File: src/rtl/lpm_pkg.sv
package lpm_pkg;

   typedef enum logic [2:0] {
      LPM_RUN     = 3'd0,
      LPM_IDLE    = 3'd1,
      LPM_PDOWN   = 3'd2,
      LPM_RSTWIN  = 3'd3,
      LPM_RSTHOLD = 3'd4
   } lpm_state_e;

   typedef struct packed {
      logic core_en;
      logic periph_en;
      logic osc_en;
      logic ram_inh;
      logic core_rst;
   } lpm_outs_t;

   // Output pattern of every state, kept in one place
   function automatic lpm_outs_t lpm_decode(input lpm_state_e st);
      lpm_outs_t o;
      unique case (st)
         LPM_RUN:     o = '{core_en:1'b1, periph_en:1'b1, osc_en:1'b1, ram_inh:1'b0, core_rst:1'b0};
         LPM_IDLE:    o = '{core_en:1'b0, periph_en:1'b1, osc_en:1'b1, ram_inh:1'b0, core_rst:1'b0};
         LPM_PDOWN:   o = '{core_en:1'b0, periph_en:1'b0, osc_en:1'b0, ram_inh:1'b0, core_rst:1'b0};
         LPM_RSTWIN:  o = '{core_en:1'b1, periph_en:1'b1, osc_en:1'b1, ram_inh:1'b1, core_rst:1'b0};
         LPM_RSTHOLD: o = '{core_en:1'b1, periph_en:1'b1, osc_en:1'b1, ram_inh:1'b0, core_rst:1'b1};
         default:     o = '{core_en:1'b1, periph_en:1'b1, osc_en:1'b1, ram_inh:1'b0, core_rst:1'b1};
      endcase
      return o;
   endfunction

endpackage

File: src/rtl/lpm_wake_qual.sv
module lpm_wake_qual #(
   parameter int NUM_IRQ     = 5,
   parameter int SYNC_STAGES = 0
) (
   input  logic               clk,
   input  logic               rst_n,
   input  logic [NUM_IRQ-1:0] irq_req,
   input  logic [NUM_IRQ-1:0] irq_en,
   input  logic               irq_gen,
   output logic               wake
);

   logic wake_raw;

   initial begin
      if (NUM_IRQ < 1) $error("lpm_wake_qual: NUM_IRQ must be at least 1");
      if (SYNC_STAGES < 0) $error("lpm_wake_qual: SYNC_STAGES must not be negative");
   end

   // Level-sensitive qualification: any enabled source while globally enabled
   assign wake_raw = irq_gen & (|(irq_req & irq_en));

   generate
      if (SYNC_STAGES == 0) begin : g_direct
         assign wake = wake_raw;
      end else begin : g_sync
         logic [SYNC_STAGES-1:0] pipe_q;
         always_ff @(posedge clk or negedge rst_n) begin
            if (!rst_n) begin
               pipe_q <= '0;
            end else begin
               pipe_q[0] <= wake_raw;
               for (int s = 1; s < SYNC_STAGES; s++) begin
                  pipe_q[s] <= pipe_q[s-1];
               end
            end
         end
         assign wake = pipe_q[SYNC_STAGES-1];
      end
   endgenerate

endmodule

File: src/rtl/lpm_mode_reg.sv
module lpm_mode_reg #(
   parameter int REG_W    = 8,
   parameter int IDLE_BIT = 0,
   parameter int PDN_BIT  = 1
) (
   input  logic             clk,
   input  logic             rst_n,
   input  logic             wr_ok,
   input  logic [REG_W-1:0] wdata,
   input  logic             clr_all,
   input  logic             clr_idle,
   output logic             idle_q,
   output logic             pdn_q,
   output logic [REG_W-1:0] rdata
);

   logic unused_wdata;

   initial begin
      if (IDLE_BIT == PDN_BIT) $error("lpm_mode_reg: mode bits must differ");
      if (IDLE_BIT >= REG_W || PDN_BIT >= REG_W) $error("lpm_mode_reg: mode bit outside register");
   end

   // Priority: reset clear, then wake clear, then software write
   always_ff @(posedge clk or negedge rst_n) begin
      if (!rst_n) begin
         idle_q <= 1'b0;
         pdn_q  <= 1'b0;
      end else if (clr_all) begin
         idle_q <= 1'b0;
         pdn_q  <= 1'b0;
      end else if (clr_idle) begin
         idle_q <= 1'b0;
      end else if (wr_ok) begin
         idle_q <= wdata[IDLE_BIT];
         pdn_q  <= wdata[PDN_BIT];
      end
   end

   generate
      for (genvar b = 0; b < REG_W; b++) begin : g_rd
         if (b == IDLE_BIT) begin : g_idle
            assign rdata[b] = idle_q;
         end else if (b == PDN_BIT) begin : g_pdn
            assign rdata[b] = pdn_q;
         end else begin : g_zero
            assign rdata[b] = 1'b0;
         end
      end
   endgenerate

   // Reserved bits of the write data carry no function
   assign unused_wdata = ^wdata;

endmodule

File: src/rtl/lpm_rst_window.sv
module lpm_rst_window #(
   parameter int WIN_CLKS = 24
) (
   input  logic clk,
   input  logic rst_n,
   input  logic load,
   input  logic active,
   output logic last
);

   localparam int CNT_W = (WIN_CLKS > 1) ? $clog2(WIN_CLKS) : 1;
   localparam logic [CNT_W-1:0] LOAD_VAL = CNT_W'(WIN_CLKS - 1);

   logic [CNT_W-1:0] cnt_q;

   initial begin
      if (WIN_CLKS < 1) $error("lpm_rst_window: WIN_CLKS must be at least 1");
   end

   always_ff @(posedge clk or negedge rst_n) begin
      if (!rst_n) begin
         cnt_q <= '0;
      end else if (load) begin
         cnt_q <= LOAD_VAL;
      end else if (active && cnt_q != '0) begin
         cnt_q <= cnt_q - 1'b1;
      end
   end

   assign last = active && (cnt_q == '0);

endmodule

File: src/rtl/lpm_fsm.sv
module lpm_fsm
   import lpm_pkg::*;
(
   input  logic       clk,
   input  logic       rst_n,
   input  logic       ext_rst,
   input  logic       wr_req,
   input  logic       wr_idle,
   input  logic       wr_pdn,
   input  logic       wake,
   input  logic       win_last,
   output logic       wr_ok,
   output logic       clr_all,
   output logic       clr_idle,
   output logic       win_load,
   output logic       win_active,
   output lpm_outs_t  outs
);

   lpm_state_e state_q, state_d;

   always_comb begin
      state_d  = state_q;
      win_load = 1'b0;
      clr_idle = 1'b0;
      unique case (state_q)
         LPM_RUN: begin
            if (ext_rst)                state_d = LPM_RSTHOLD;
            else if (wr_req && wr_pdn)  state_d = LPM_PDOWN;
            else if (wr_req && wr_idle) state_d = LPM_IDLE;
         end
         LPM_IDLE: begin
            if (ext_rst) begin
               state_d  = LPM_RSTWIN;
               win_load = 1'b1;
            end else if (wake) begin
               state_d  = LPM_RUN;
               clr_idle = 1'b1;
            end
         end
         LPM_PDOWN: begin
            if (ext_rst) state_d = LPM_RSTHOLD;
         end
         LPM_RSTWIN: begin
            if (win_last) state_d = LPM_RSTHOLD;
         end
         LPM_RSTHOLD: begin
            if (!ext_rst) state_d = LPM_RUN;
         end
         default: state_d = LPM_RSTHOLD;
      endcase
   end

   always_ff @(posedge clk or negedge rst_n) begin
      if (!rst_n) state_q <= LPM_RUN;
      else        state_q <= state_d;
   end

   assign wr_ok      = wr_req && (state_q == LPM_RUN) && !ext_rst;
   assign clr_all    = ext_rst || (state_q == LPM_RSTWIN) || (state_q == LPM_RSTHOLD);
   assign win_active = (state_q == LPM_RSTWIN);
   assign outs       = lpm_decode(state_q);

endmodule

File: src/rtl/lpm_ctrl.sv
module lpm_ctrl
   import lpm_pkg::*;
#(
   parameter int NUM_IRQ     = 5,
   parameter int REG_W       = 8,
   parameter int IDLE_BIT    = 0,
   parameter int PDN_BIT     = 1,
   parameter int MC_CLKS     = 12,
   parameter int WIN_MC      = 2,
   parameter int SYNC_STAGES = 0
) (
   input  logic               clk,
   input  logic               rst_n,
   input  logic               ext_rst,
   input  logic               reg_wr,
   input  logic [REG_W-1:0]   reg_wdata,
   output logic [REG_W-1:0]   reg_rdata,
   input  logic [NUM_IRQ-1:0] irq_req,
   input  logic [NUM_IRQ-1:0] irq_en,
   input  logic               irq_gen,
   output logic               core_clk_en,
   output logic               periph_clk_en,
   output logic               osc_en,
   output logic               ram_wr_inhibit,
   output logic               core_rst
);

   localparam int WIN_CLKS = MC_CLKS * WIN_MC;

   initial begin
      if (MC_CLKS < 1) $error("lpm_ctrl: MC_CLKS must be at least 1");
      if (WIN_MC < 1)  $error("lpm_ctrl: WIN_MC must be at least 1");
      if (REG_W < 2)   $error("lpm_ctrl: REG_W must hold both mode bits");
   end

   logic      wake, win_last, win_load, win_active;
   logic      wr_ok, clr_all, clr_idle;
   logic      idle_q, pdn_q;
   lpm_outs_t outs;

   lpm_wake_qual #(.NUM_IRQ(NUM_IRQ), .SYNC_STAGES(SYNC_STAGES)) u_wake (
      .clk(clk), .rst_n(rst_n), .irq_req(irq_req), .irq_en(irq_en),
      .irq_gen(irq_gen), .wake(wake)
   );

   lpm_mode_reg #(.REG_W(REG_W), .IDLE_BIT(IDLE_BIT), .PDN_BIT(PDN_BIT)) u_reg (
      .clk(clk), .rst_n(rst_n), .wr_ok(wr_ok), .wdata(reg_wdata),
      .clr_all(clr_all), .clr_idle(clr_idle),
      .idle_q(idle_q), .pdn_q(pdn_q), .rdata(reg_rdata)
   );

   lpm_rst_window #(.WIN_CLKS(WIN_CLKS)) u_win (
      .clk(clk), .rst_n(rst_n), .load(win_load), .active(win_active), .last(win_last)
   );

   lpm_fsm u_fsm (
      .clk(clk), .rst_n(rst_n), .ext_rst(ext_rst),
      .wr_req(reg_wr), .wr_idle(reg_wdata[IDLE_BIT]), .wr_pdn(reg_wdata[PDN_BIT]),
      .wake(wake), .win_last(win_last),
      .wr_ok(wr_ok), .clr_all(clr_all), .clr_idle(clr_idle),
      .win_load(win_load), .win_active(win_active), .outs(outs)
   );

   logic unused_modebits;
   assign unused_modebits = idle_q ^ pdn_q;

   assign core_clk_en    = outs.core_en;
   assign periph_clk_en  = outs.periph_en;
   assign osc_en         = outs.osc_en;
   assign ram_wr_inhibit = outs.ram_inh;
   assign core_rst       = outs.core_rst;

endmodule

File: config.mk
export PLATFORM = sky130hd
export DESIGN_NAME = lpm_ctrl
export DESIGN_NICKNAME = d
export VERILOG_FILES = /design/src/rtl/lpm_pkg.sv /design/src/rtl/lpm_wake_qual.sv /design/src/rtl/lpm_mode_reg.sv /design/src/rtl/lpm_rst_window.sv /design/src/rtl/lpm_fsm.sv /design/src/rtl/lpm_ctrl.sv
export SDC_FILE = /design/constraint.sdc
export NUM_CORES = 1
export LEC_CHECK = 0
export ABC_CLOCK_PERIOD_IN_PS = 1900
export BUFFER_PORTS_ARGS = -buffer_cell sky130_fd_sc_hd__buf_2
export CAP_MARGIN = 30
export CORE_UTILIZATION = 44
export CTS_CLUSTER_DIAMETER = 200
export DETAILED_ROUTE_END_ITERATION = 10
export GPL_TIMING_DRIVEN = 0
export PLACE_DENSITY = 0.78
export SLEW_MARGIN = 20
export SYNTH_ARGS = -nofsm -noshare
export SYNTH_HDL_FRONTEND = slang
export SYNTH_SLANG_ARGS = --single-unit
File: constraint.sdc
create_clock -name clk -period 1.9 [get_ports clk]
set_input_delay 0 -clock clk [delete_from_list [all_inputs] [get_ports clk]]
set_output_delay 0 -clock clk [all_outputs]
set_load 0.01 [all_outputs]
=== Yosys cells after proc, flatten, opt, wreduce, memory -nomap -nowiden ===
Index checks and enable logic that the tools add are counted.

* $add $sub $neg: 1
* Equality and inequality tests: 10
* Multiplexer cells: 23
* Bitwise gates (word level): 2
* Reduce and logical (&&, ||, !) cells: 18

{| class="wikitable"
|+ Operators by type and width
! operator !! number
|-
| $mux W3 || 8
|-
| $pmux W5 S4 || 1
|-
| $pmux W3 S5 || 1
|-
| $mux W1 || 11
|-
| $mux W5 || 2
|-
| $eq A3 B2 Y1 const B || 2
|-
| $logic_and A1 B1 Y1 || 6
|-
| $ne A2 B2 Y1 const B || 3
|-
| $and A5 B5 Y5 || 1
|-
| $logic_not A5 Y1 || 1
|-
| $reduce_and A5 Y1 || 1
|-
| $reduce_bool A5 Y1 || 1
|-
| $reduce_or A5 Y1 || 1
|-
| $sub A5 B1 Y5 const B || 1
|-
| $ne A4 B2 Y1 const B || 1
|-
| $reduce_bool A2 Y1 || 2
|-
| $eq A3 B1 Y1 const B || 1
|-
| $eq A3 B3 Y1 const B || 1
|-
| $logic_not A3 Y1 || 1
|-
| $ne A3 B2 Y1 const B || 1
|-
| $reduce_bool A3 Y1 || 1
|-
| $logic_or A1 B1 Y1 || 2
|-
| $ne A2 B1 Y1 const B || 1
|-
| $reduce_and A2 Y1 || 1
|-
| other kinds (2) || 2
|}

* Register bits after elaboration: 10
* Input port bits: 23
* Output and inout bits: 13
* Word-level logic and storage cells: 58

=== Logic depth before layout (Yosys ltp) ===
Gate-level depths: netlist (run 1).

* Word-level depth: 8
* Depth in mapped cells: 6

=== Hierarchy ===
A second synthesis (run 1) with hierarchy kept.

* Cells, all modules: 89
* Area total of the unflattened synthesis: 835.8 um^2

{| class="wikitable"
|+ By module, submodules not included
! module !! times used !! cells an instance !! area each (um^2)
|-
| lpm_fsm || 1 || 43 || 357.8
|-
| lpm_rst_window || 1 || 26 || 295.3
|-
| lpm_mode_reg || 1 || 17 || 157.7
|-
| lpm_wake_qual || 1 || 3 || 25.0
|}

=== Worst setup path before layout (run 1) ===
No wires, ideal clock.

* Path kind: register to register
* From: register u_win.cnt_q[0]
* To: register u_fsm.state_q[1]
* Setup time: 129 ps
* Data arrival time: 1,409 ps
* Path slack: 363 ps
* Stages on the path, launching flop included: 7
* Path buffers: 0
* Clock period less this slack: 1,537 ps
* Cell sequence: dfrtp_1 inv_1 ha_1 or3b_4 o21ai_4 o31ai_1 o2bb2ai_1

* Longest elaborated chain between the ends: 4

{| class="wikitable"
|+ RTL lines
! item !! line !! source
|-
| from (decl) || lpm_rst_window.sv:14 || <nowiki>logic [CNT_W-1:0] cnt_q;</nowiki>
|-
| from (signal assigned) || lpm_rst_window.sv:26 || <nowiki>cnt_q <= cnt_q - 1'b1;</nowiki>
|-
| $logic_not A5 Y1 || lpm_rst_window.sv:30 || <nowiki>assign last = active && (cnt_q == '0);</nowiki>
|-
| $logic_and A1 B1 Y1 || lpm_rst_window.sv:30 ||
|-
| $ne A2 B1 Y1 (no line) || - ||
|-
| $reduce_and A5 Y1 (no line) || - ||
|-
| to (signal assigned) || lpm_fsm.sv:56 || <nowiki>else state_q <= state_d;</nowiki>
|-
| to (decl) || lpm_fsm.sv:20 || <nowiki>lpm_state_e state_q, state_d;</nowiki>
|}

Every way passes these cells.
A chain may end at the register's enable or synchronous reset.

=== Worst setup path in the final report (run 1) ===
Same ends and word-level chain as after synthesis.

==> results.sh, run 1 <==
export IMPL_whs_path_depth=3
export IMPL_syn_inst=83
export IMPL_yosys_warnings=0
export IMPL_core_um2=1520
export IMPL_r2r_end="u_fsm.state_q[1]"
export IMPL_slew_violations=0
export IMPL_synth_edf_count=0
export IMPL_grtUsageMet2_pct=30.5
export IMPL_status="complete, no violations"
export IMPL_drtAntennaViolNets=0
export IMPL_die_height_um=42.4
export IMPL_vias_per_cell=5.14
export IMPL_io_buffer_count=22
export IMPL_synth_top_cell_area_share_pct=34.8
export IMPL_final_util_pct=60.7
export IMPL_clock_latency_ps=270
export IMPL_fin_skew_ps=4.37
export IMPL_hold_ws_ps=60.4
export IMPL_cts_resized=0
export IMPL_ios=36
export IMPL_grt_pass1_vias=616
export IMPL_period_minus_slack_ps=1690
export IMPL_drt_total_wl_um=1390
export IMPL_h_tree_depth=1
export IMPL_routedWlPerCell_um=10.5
export IMPL_synthArstFlopShare_pct=100
export IMPL_rsz0062_at_grt="false"
export IMPL_grt_antenna_before_repair=0
export IMPL_hp_class="in2reg"
export IMPL_dieArea_um2=1800
export IMPL_gp_congestion=0.814
export IMPL_critPathLaunch="u_win.cnt_q[0]"
export IMPL_synth_seq_area_share_pct=34.8
export IMPL_cts_tree="done"
export IMPL_synth_seq_cells=10
export IMPL_vdd_drop_max_mv=0.580
export IMPL_grt_pass1_wl_um=2450
export IMPL_start_kind="flip-flop"
export IMPL_clock_fmax_ghz=0.590
export IMPL_fin_setup_tns_ps=0
export IMPL_cts_buffer_depth=2
export IMPL_met1_usage_pct=21.5
export IMPL_grt_max_degree=11
export IMPL_crit_arrival_ps=1840
export IMPL_min_period_over_period_pct=89.2
export IMPL_grt_remaining_overflow=0
export IMPL_drtIter0Drc=13
export IMPL_cp_slowest_cell="or3b_4"
export IMPL_dr_pass1_iters=6
export IMPL_use_met3_pct=3.88
export IMPL_worstPathCellList="inv_1 -> ha_1 -> or3b_4 -> o21ai_4 -> o31ai_1 -> o2bb2ai_1"
export IMPL_finalHoldViolations=0
export IMPL_rows=14
export IMPL_cts_made_buffers=3
export IMPL_synth_area_top_cells="dfrtp_1 35%, buf_4 9.4%, nand2_1 4.7%"
export IMPL_dp_cells=126
export IMPL_instances_no_fill=132
export IMPL_route_detailed_drc=0
export IMPL_ys_types=36
export IMPL_endpoint="u_fsm.state_q[1]"
export IMPL_fp_dieW_um=42.4
export IMPL_syn_avg_cell_area_um2=8.67
export IMPL_drive_gt1_share_pct=35.3
export IMPL_synth_most_common_cell="dfrtp_1"
export IMPL_cts_root_buffer="clkbuf_4"
export IMPL_path_max_fanout=7
export IMPL_cp_slowest_stage_delay_ps=410
export IMPL_dp_hpwl_um=1110
export IMPL_power_total_uw=915
export IMPL_synth_area_um2=719
export IMPL_nets=141
export IMPL_reg2reg_depth=6
export IMPL_clock_sinks=10
export IMPL_crit_type="reg2reg"
export IMPL_drv_cap=0
export IMPL_clk_pin_slew_ps=70
export IMPL_setup_viol=0
export IMPL_antennaDiodeCount=0
export IMPL_start_util_pct=47.2
export IMPL_busiest_layer="met2"
export IMPL_cp_end_kind="flip-flop"
export IMPL_synth_ff_type="dfrtp_1"
export IMPL_leakage_nw=0.447
export IMPL_r2r_start="u_win.cnt_q[0]"
export IMPL_reg2reg_slack_ps=210
export IMPL_synth_area_leader_cell="dfrtp_1"
export IMPL_area_growth_pct=28.5
export IMPL_num_vias=679
export IMPL_grt_total_usage_pct=18.1
export IMPL_yosys_top_cells_count="10 x dfrtp_1, 9 x buf_4, 9 x nand2_1, 5 x a21oi_1, 5 x o21ai_0"
export IMPL_cp_required_ps=2040
export IMPL_cellPowerDensity_nw_per_um2=990
## power by group
group	internal (mW)	switching, mW	total (mW)
clock	0.116	0.0775	0.194
combinational	0.197	0.233	0.429
sequential	0.261	0.0315	0.292
## through the flow
step | worst slack [ps] | instance area [um2]
floorplan | 363 | 738
global placement | 257 | 868
detailed placement | 223 | 868
CTS | 198 | 925
global route | 84.0 | 925
finish | 206 | 925
## worst max-delay path: cells and delay by family, from the launching register on
family                   cells  cell delay, ps
AO/OA/AOI/OAI                3             500
flip-flops                   1             390
adder cells (fa/ha/maj)      1             170
buffers and inverters        1             100
AND/OR/NAND/NOR              1             410
## area by class of cell
class                      count  area, um2
buffer                        15       92.6
clock buffer                   4       36.3
fill                         132        599
inverter                       4       15.0
multi-input combinational     59        380
sequential                    10        250
tap                           16       20.0
timing repair buffer          24        130
## cell usage in the layout (no fill, tap or decap), types with 2 or more instances in the layout
cell type      instances
nand2_1                9
nand3b_1               2
buf_2                 23
mux2i_1                2
dlygate4sd3_1          2
a21oi_1                5
dfrtp_1               10
clkbuf_1               4
o211ai_1               2
buf_4                  9
nand2b_1               2
nor2_1                 4
nor2b_1                2
conb_1                 6
o21ai_0                5
inv_1                  4
clkbuf_4               3
## flip-flops by register name (all words and copies together), names as in the netlist
register       count
u_reg.idle_q       1
u_fsm.state_q      3
u_reg.pdn_q        1
u_win.cnt_q        5
## what timing repair did
action | in CTS | in global routing
hold endpoints to repair | 11 | 0
hold buffers | 2 | 0
setup buffers | 0 | 0
## worst min-delay path by stage
stage / startpoint / endpoint / slack (ps)
after floorplan: rst_n / u_fsm.state_q[0] / -300
after global placement: rst_n / u_win.cnt_q[2] / -130
after detailed placement: rst_n / u_win.cnt_q[4] / -120
after CTS: reg_wdata[0] / u_reg.idle_q / 60
after global routing: reg_wdata[0] / u_reg.idle_q / 70
final: reg_wdata[0] / u_reg.idle_q / 60
## routing by layer
| layer | up-vias | wire [um] |
|---|---|---|
| met4 | 0 | 29 |
| met2 | 26 | 675 |
| met5 | - | 0 |
| li1 | 341 | - |
| met3 | 5 | 91 |
| met1 | 307 | 589 |
## logic make-up (layout without fill, tap and decap cells)
| kind of cell | Yosys count | after routing | synth area share, % |
|---|---|---|---|
| other | 1 | 6 | 0.521 |
| adders and majority gates | 2 | 2 | 3.13 |
| and+or+nand+nor | 27 | 27 | 22.3 |
| muxes | 2 | 2 | 2.78 |
| AOI/OAI and AO/OA | 20 | 20 | 19.1 |
| buffers and inverters | 19 | 47 | 15.0 |
| DFF | 10 | 10 | 34.8 |
| xor gates and xnor gates | 2 | 2 | 2.44 |
Note: power is estimated with default switching activity, not from simulation.
==> run 2: changes to the inputs <==
--- a/config.mk
+++ b/config.mk
@@ -11,9 +11,8 @@
 export CORE_UTILIZATION = 44
 export CTS_CLUSTER_DIAMETER = 200
 export DETAILED_ROUTE_END_ITERATION = 10
-export GPL_TIMING_DRIVEN = 0
 export PLACE_DENSITY = 0.78
-export SLEW_MARGIN = 20
+export SLEW_MARGIN = 10
 export SYNTH_ARGS = -nofsm -noshare
 export SYNTH_HDL_FRONTEND = slang
 export SYNTH_SLANG_ARGS = --single-unit
==> run 2 against run 1 <==
Utilization down 5.7 points; critical endpoint unchanged; largest power group is now registers; maximum frequency up 0.42%; sequential cell count unchanged; power down 4.6%; count of clock-buffer cells in the layout unchanged.
==> results.sh, run 2 (synthesis results as in run 1) <==
export IMPL_h_tree_depth=1
export IMPL_top_register="u_win.cnt_q"
export IMPL_grt_pass1_vias=554
export IMPL_rsz0062_at_grt="false"
export IMPL_cp_required_ps=2050
export IMPL_cts_buffer_depth=2
export IMPL_fin_skew_ps=1.67
export IMPL_clk_pin_slew_ps=70
export IMPL_ios=36
export IMPL_cellPowerDensity_nw_per_um2=1040
export IMPL_grt_max_degree=14
export IMPL_setup_viol=0
export IMPL_area_growth_pct=16.3
export IMPL_dp_cells=112
export IMPL_clock_latency_ps=270
export IMPL_start_util_pct=47.2
export IMPL_rows=14
export IMPL_cts_root_buffer="clkbuf_4"
export IMPL_period_minus_slack_ps=1690
export IMPL_min_period_over_period_pct=88.8
export IMPL_drv_cap=0
export IMPL_path_max_fanout=7
export IMPL_final_cell_mix="23 x buf_2, 10 x dfrtp_1, 9 x nand2_1"
export IMPL_final_common_cell="buf_2"
export IMPL_cts_tree="done"
export IMPL_cts_resized=0
export IMPL_final_util_pct=54.9
export IMPL_drtAntennaViolNets=0
export IMPL_clock_sinks=10
export IMPL_crit_arrival_ps=1840
export IMPL_antennaDiodeCount=0
export IMPL_grt_antenna_before_repair=0
export IMPL_dr_pass1_iters=4
export IMPL_fillerInstances=151
export IMPL_cts_setup_buffers=0
export IMPL_die_height_um=42.4
export IMPL_slew_violations=0
export IMPL_top_regs="u_win.cnt_q (5), u_fsm.state_q (3)"
export IMPL_cp_slowest_cell="or3b_4"
export IMPL_grt_total_usage_pct=17.6
export IMPL_dp_hpwl_um=1010
export IMPL_cp_slowest_stage_delay_ps=400
export IMPL_start_kind="flip-flop"
export IMPL_drt_total_wl_um=1350
export IMPL_cts_hold_buf=2
export IMPL_dieArea_um2=1800
export IMPL_clock_fmax_ghz=0.593
export IMPL_cts_made_buffers=3
export IMPL_leakage_nw=0.388
export IMPL_num_vias=639
export IMPL_instances_no_fill=118
export IMPL_nets=127
export IMPL_worstPathCellList="inv_1 -> ha_1 -> or3b_4 -> o21ai_4 -> o31ai_1 -> o2bb2ai_1"
export IMPL_grt_remaining_overflow=0
export IMPL_drtIter0Drc=14
export IMPL_gp_congestion=0.755
export IMPL_fp_dieW_um=42.4
export IMPL_io_buffer_count=23
export IMPL_hp_class="in2reg"
export IMPL_grt_pass1_wl_um=2330
export IMPL_finalHoldViolations=0
export IMPL_largest_reg_flops=5
export IMPL_fin_setup_tns_ps=0
export IMPL_route_detailed_drc=0
export IMPL_vias_per_cell=5.42
export IMPL_vdd_drop_max_mv=0.598
export IMPL_routedWlPerCell_um=11.4
export IMPL_core_um2=1520
export IMPL_crit_type="reg2reg"
export IMPL_drive_gt1_share_pct=30.4
export IMPL_status="complete, no violations"
export IMPL_cp_end_kind="flip-flop"
==> run 2: cell count changes in the layout (fill, tap and decap cells not counted) <==
cell	before	now
clkbuf_2	1	0
buf_4	9	0
clkbuf_1	4	0
==> run 2: final cells by class <==
type | instances | area, um2 | area share, %
Inverter | 4 | 15.0 | 1.79
Sequential cell | 10 | 250 | 29.9
Timing Repair Buffer | 25 | 135 | 16.1
Clock buffer | 4 | 36.3 | 4.33
Multi-Input combinational cell | 59 | 380 | 45.4
Tap cell | 16 | 20.0 | 2.39
==> run 2: layer usage <==
metal  routed length (um)  vias up  global-route usage [%]
met4                   31        0                    9.38
met2                  618       29                    28.0
met3                   99        5                    5.17
li1                     -      312                       -
met1                  599      293                    21.4
met5                    0        -                       0
==> run 2: report_power, final <==
group,internal (mW),switching (mW)
Clock,0.117,0.0781
Combinational,0.161,0.159
Sequential,0.260,0.0987
==> run 2: worst paths after layout <==
path,start,to,slack (ps),depth (start not counted)
worst max-delay path,u_win.cnt_q[0],u_fsm.state_q[1],210,6
worst min-delay path,reg_wdata[0],u_reg.idle_q,50,3
worst max register to register,u_win.cnt_q[0],u_fsm.state_q[1],210,6
worst min register to register,u_win.cnt_q[3],u_win.cnt_q[3],490,1
max in group asynchronous,rst_n,u_win.cnt_q[0],1600,2
min in group asynchronous,rst_n,u_win.cnt_q[2],110,2
==> run 2: worst max-delay path, delay by kind of cell (launching register included) <==
family,cells,cell delay [ps]
flops,1,390
fa+ha+maj,1,160
compound gates,3,510
buf+inv,1,100
simple gates,1,400
==> run 2: stage by stage <==
step | total power, mW | hold WS, ps | setup WS, ps | cell area (um2)
floorplan | 0.613 | -296 | 363 | 738
global placement | 0.663 | -127 | 250 | 781
detailed placement | 0.677 | -126 | 216 | 781
CTS | 0.877 | 49.2 | 203 | 837
global route | 0.947 | 65.7 | 98.2 | 837
finish | 0.873 | 53.2 | 213 | 837
==> run 3: changes to the inputs <==
--- a/config.mk
+++ b/config.mk
@@ -8,11 +8,12 @@
 export ABC_CLOCK_PERIOD_IN_PS = 1900
 export BUFFER_PORTS_ARGS = -buffer_cell sky130_fd_sc_hd__buf_2
 export CAP_MARGIN = 30
-export CORE_UTILIZATION = 44
+export CORE_UTILIZATION = 46
 export CTS_CLUSTER_DIAMETER = 200
 export DETAILED_ROUTE_END_ITERATION = 10
-export PLACE_DENSITY = 0.78
+export PLACE_DENSITY = 0.79
 export SLEW_MARGIN = 10
 export SYNTH_ARGS = -nofsm -noshare
 export SYNTH_HDL_FRONTEND = slang
+export SYNTH_HIERARCHICAL = 1
 export SYNTH_SLANG_ARGS = --single-unit
==> run 3 against run 2 <==
The flow now finishes with violations (setup timing); critical path depth is 3 higher; via count up 18%; sequential cell count stayed put; area after synthesis increased by 16%.
==> results.sh, run 3 <==
export IMPL_cellPowerDensity_nw_per_um2=1160
export IMPL_cts_tree="done"
export IMPL_ys_types=44
export IMPL_synth_area_top_cells="dfrtp_1 30%, buf_4 9.0%, buf_6 4.0%"
export IMPL_rsz0062_at_grt="true"
export IMPL_final_cell_mix="23 x buf_2, 12 x buf_4, 9 x dfrtp_1"
export IMPL_fp_dieW_um=44.6
export IMPL_final_util_pct=61.0
export IMPL_setup_viol=2
export IMPL_route_detailed_drc=0
export IMPL_clock_latency_ps=270
export IMPL_cp_required_ps=2090
export IMPL_top_regs="u_win/cnt_q (5), u_fsm/state_q (3)"
export IMPL_clock_fmax_ghz=0.518
export IMPL_synth_area_um2=836
export IMPL_antennaDiodeCount=0
export IMPL_vdd_drop_max_mv=0.809
export IMPL_cts_made_buffers=3
export IMPL_grt_max_degree=15
export IMPL_synth_seq_area_share_pct=29.9
export IMPL_synth_edf_count=0
export IMPL_ios=36
export IMPL_syn_avg_cell_area_um2=9.39
export IMPL_yosys_warnings=6
export IMPL_path_max_fanout=2
export IMPL_cts_buffer_depth=2
export IMPL_min_period_over_period_pct=102
export IMPL_grt_remaining_overflow=0
export IMPL_largest_reg_flops=5
export IMPL_placed_cell_area_um2=995
export IMPL_start_kind="flip-flop"
export IMPL_grt_antenna_before_repair=0
export IMPL_routedWlPerCell_um=12.3
export IMPL_rows=15
export IMPL_io_buffer_count=23
export IMPL_reg2reg_slack_ps=-30
export IMPL_hold_ws_ps=53.5
export IMPL_dr_pass1_iters=4
export IMPL_die_height_um=44.6
export IMPL_drt_total_wl_um=1780
export IMPL_nets=145
export IMPL_grt_pass1_wl_um=2820
export IMPL_yosys_top_cells_count="10 x buf_4, 10 x dfrtp_1, 6 x nand2_1, 5 x nor2_1"
export IMPL_top_register="u_win/cnt_q"
export IMPL_crit_type="reg2reg"
export IMPL_cp_slowest_stage_delay_ps=410
export IMPL_vias_per_cell=5.20
export IMPL_syn_inst=89
export IMPL_finalInstanceArea_um2=1040
export IMPL_drv_cap=0
export IMPL_slew_violations=0
export IMPL_synthArstFlopShare_pct=100
export IMPL_cts_root_buffer="clkbuf_4"
export IMPL_area_growth_pct=24.6
export IMPL_num_vias=754
export IMPL_synth_ff_type="dfrtp_1"
export IMPL_fin_setup_tns_ps=-47.2
export IMPL_drtAntennaViolNets=0
export IMPL_dieArea_um2=1990
export IMPL_status="complete, but fails checks"
export IMPL_dp_hpwl_um=1380
export IMPL_grt_pass1_vias=714
export IMPL_core_um2=1710
export IMPL_period_minus_slack_ps=1930
export IMPL_drtIter0Drc=17
export IMPL_post_place_ws_ps=-0.247
export IMPL_clock_sinks=10
export IMPL_start_util_pct=48.9
export IMPL_hp_class="in2reg"
export IMPL_cp_end_kind="flip-flop"
export IMPL_finalWorstSetupSlack_ps=-30.1
export IMPL_synth_area_leader_cell="dfrtp_1"
export IMPL_gp_congestion=0.723
export IMPL_final_common_cell="buf_2"
export IMPL_crit_arrival_ps=2120
export IMPL_synth_seq_cells=10
export IMPL_h_tree_depth=1
export IMPL_drive_gt1_share_pct=46.7
export IMPL_worstPathCellList="inv_4 -> and3_4 -> nand2_2 -> or3_4 -> nor2_4 -> and4bb_1 -> a211oi_2 -> nand3_1 -> o21ai_1"
export IMPL_cp_slowest_cell="dfrtp_1"
export IMPL_leakage_nw=0.483
export IMPL_synth_top_cell_area_share_pct=29.9
export IMPL_clk_pin_slew_ps=70
export IMPL_grt_total_usage_pct=19.5
export IMPL_violations="setup timing"
export IMPL_fin_skew_ps=8.49
export IMPL_finalHoldViolations=0
-- run 3: cell families after synthesis --
group / count (synthesis) / synth area share (%)
fa+ha+maj: 1 / 1.50
simple gates: 38 / 32.8
mux: 3 / 3.59
buf+inv: 18 / 15.3
compound gates: 17 / 15.4
xor+xnor: 1 / 1.05
other cells: 1 / 0.449
flops: 10 / 29.9
-- run 3: worst paths after layout --
kind,start,end,cells past startpoint
worst max-delay path,u_fsm/state_q[2],u_fsm/state_q[2],9
worst min-delay path,reg_wdata[1],u_reg/pdn_q,3
worst max register to register,u_fsm/state_q[2],u_fsm/state_q[2],9
worst min register to register,u_reg/pdn_q,u_reg/pdn_q,2
max in group asynchronous,rst_n,u_fsm/state_q[1],2
min in group asynchronous,rst_n,u_win/cnt_q[4],2
-- run 3: layout make-up --
cell class                      instances  area (um2)
Fill cell                             161         667
Timing Repair Buffer                   36         215
Tap cell                               25        31.3
Inverter                                4        17.5
Clock buffer                            4        26.3
Multi-Input combinational cell         66         499
Sequential cell                        10         251
-- run 3: report_power, final --
part	internal, mW	switching, mW	total [mW]
combinational	0.331	0.363	0.694
sequential	0.291	0.0724	0.363
clock	0.0812	0.0732	0.154
-- run 3: critical path: cells and delay by family, from the launching register on --
kind | cells | cell delay [ps]
simple gates | 6 | 1030
flops | 1 | 410
compound gates | 2 | 360
buf+inv | 1 | 60
-- run 3: what timing repair did --
action                                  4_1_cts  5_1_grt
endpoints found under the hold margin        10        0
endpoints found under the setup margin        2        2
gates resized for setup                       0        1
buffers inserted                              1        0
hold buffers                                  1        0
pin swaps                                     0        1
-- run 3: per-layer routing --
layer,vias up,part of all wire (%),GRT usage (%),routed length [um]
met5,-,0,0,0
met4,0,1.7,9.09,31
met3,2,6.5,2.86,116
met2,33,49,35.3,882
met1,351,42,22.2,751
li1,368,-,-,-
-- run 3: per-stage QoR --
stage,std cells,power [mW]
2_1_floorplan,94,0.867
3_3_place_gp,139,1.01
3_5_place_dp,139,1.04
4_1_cts,145,1.21
5_1_grt,145,1.31
6_report,145,1.21
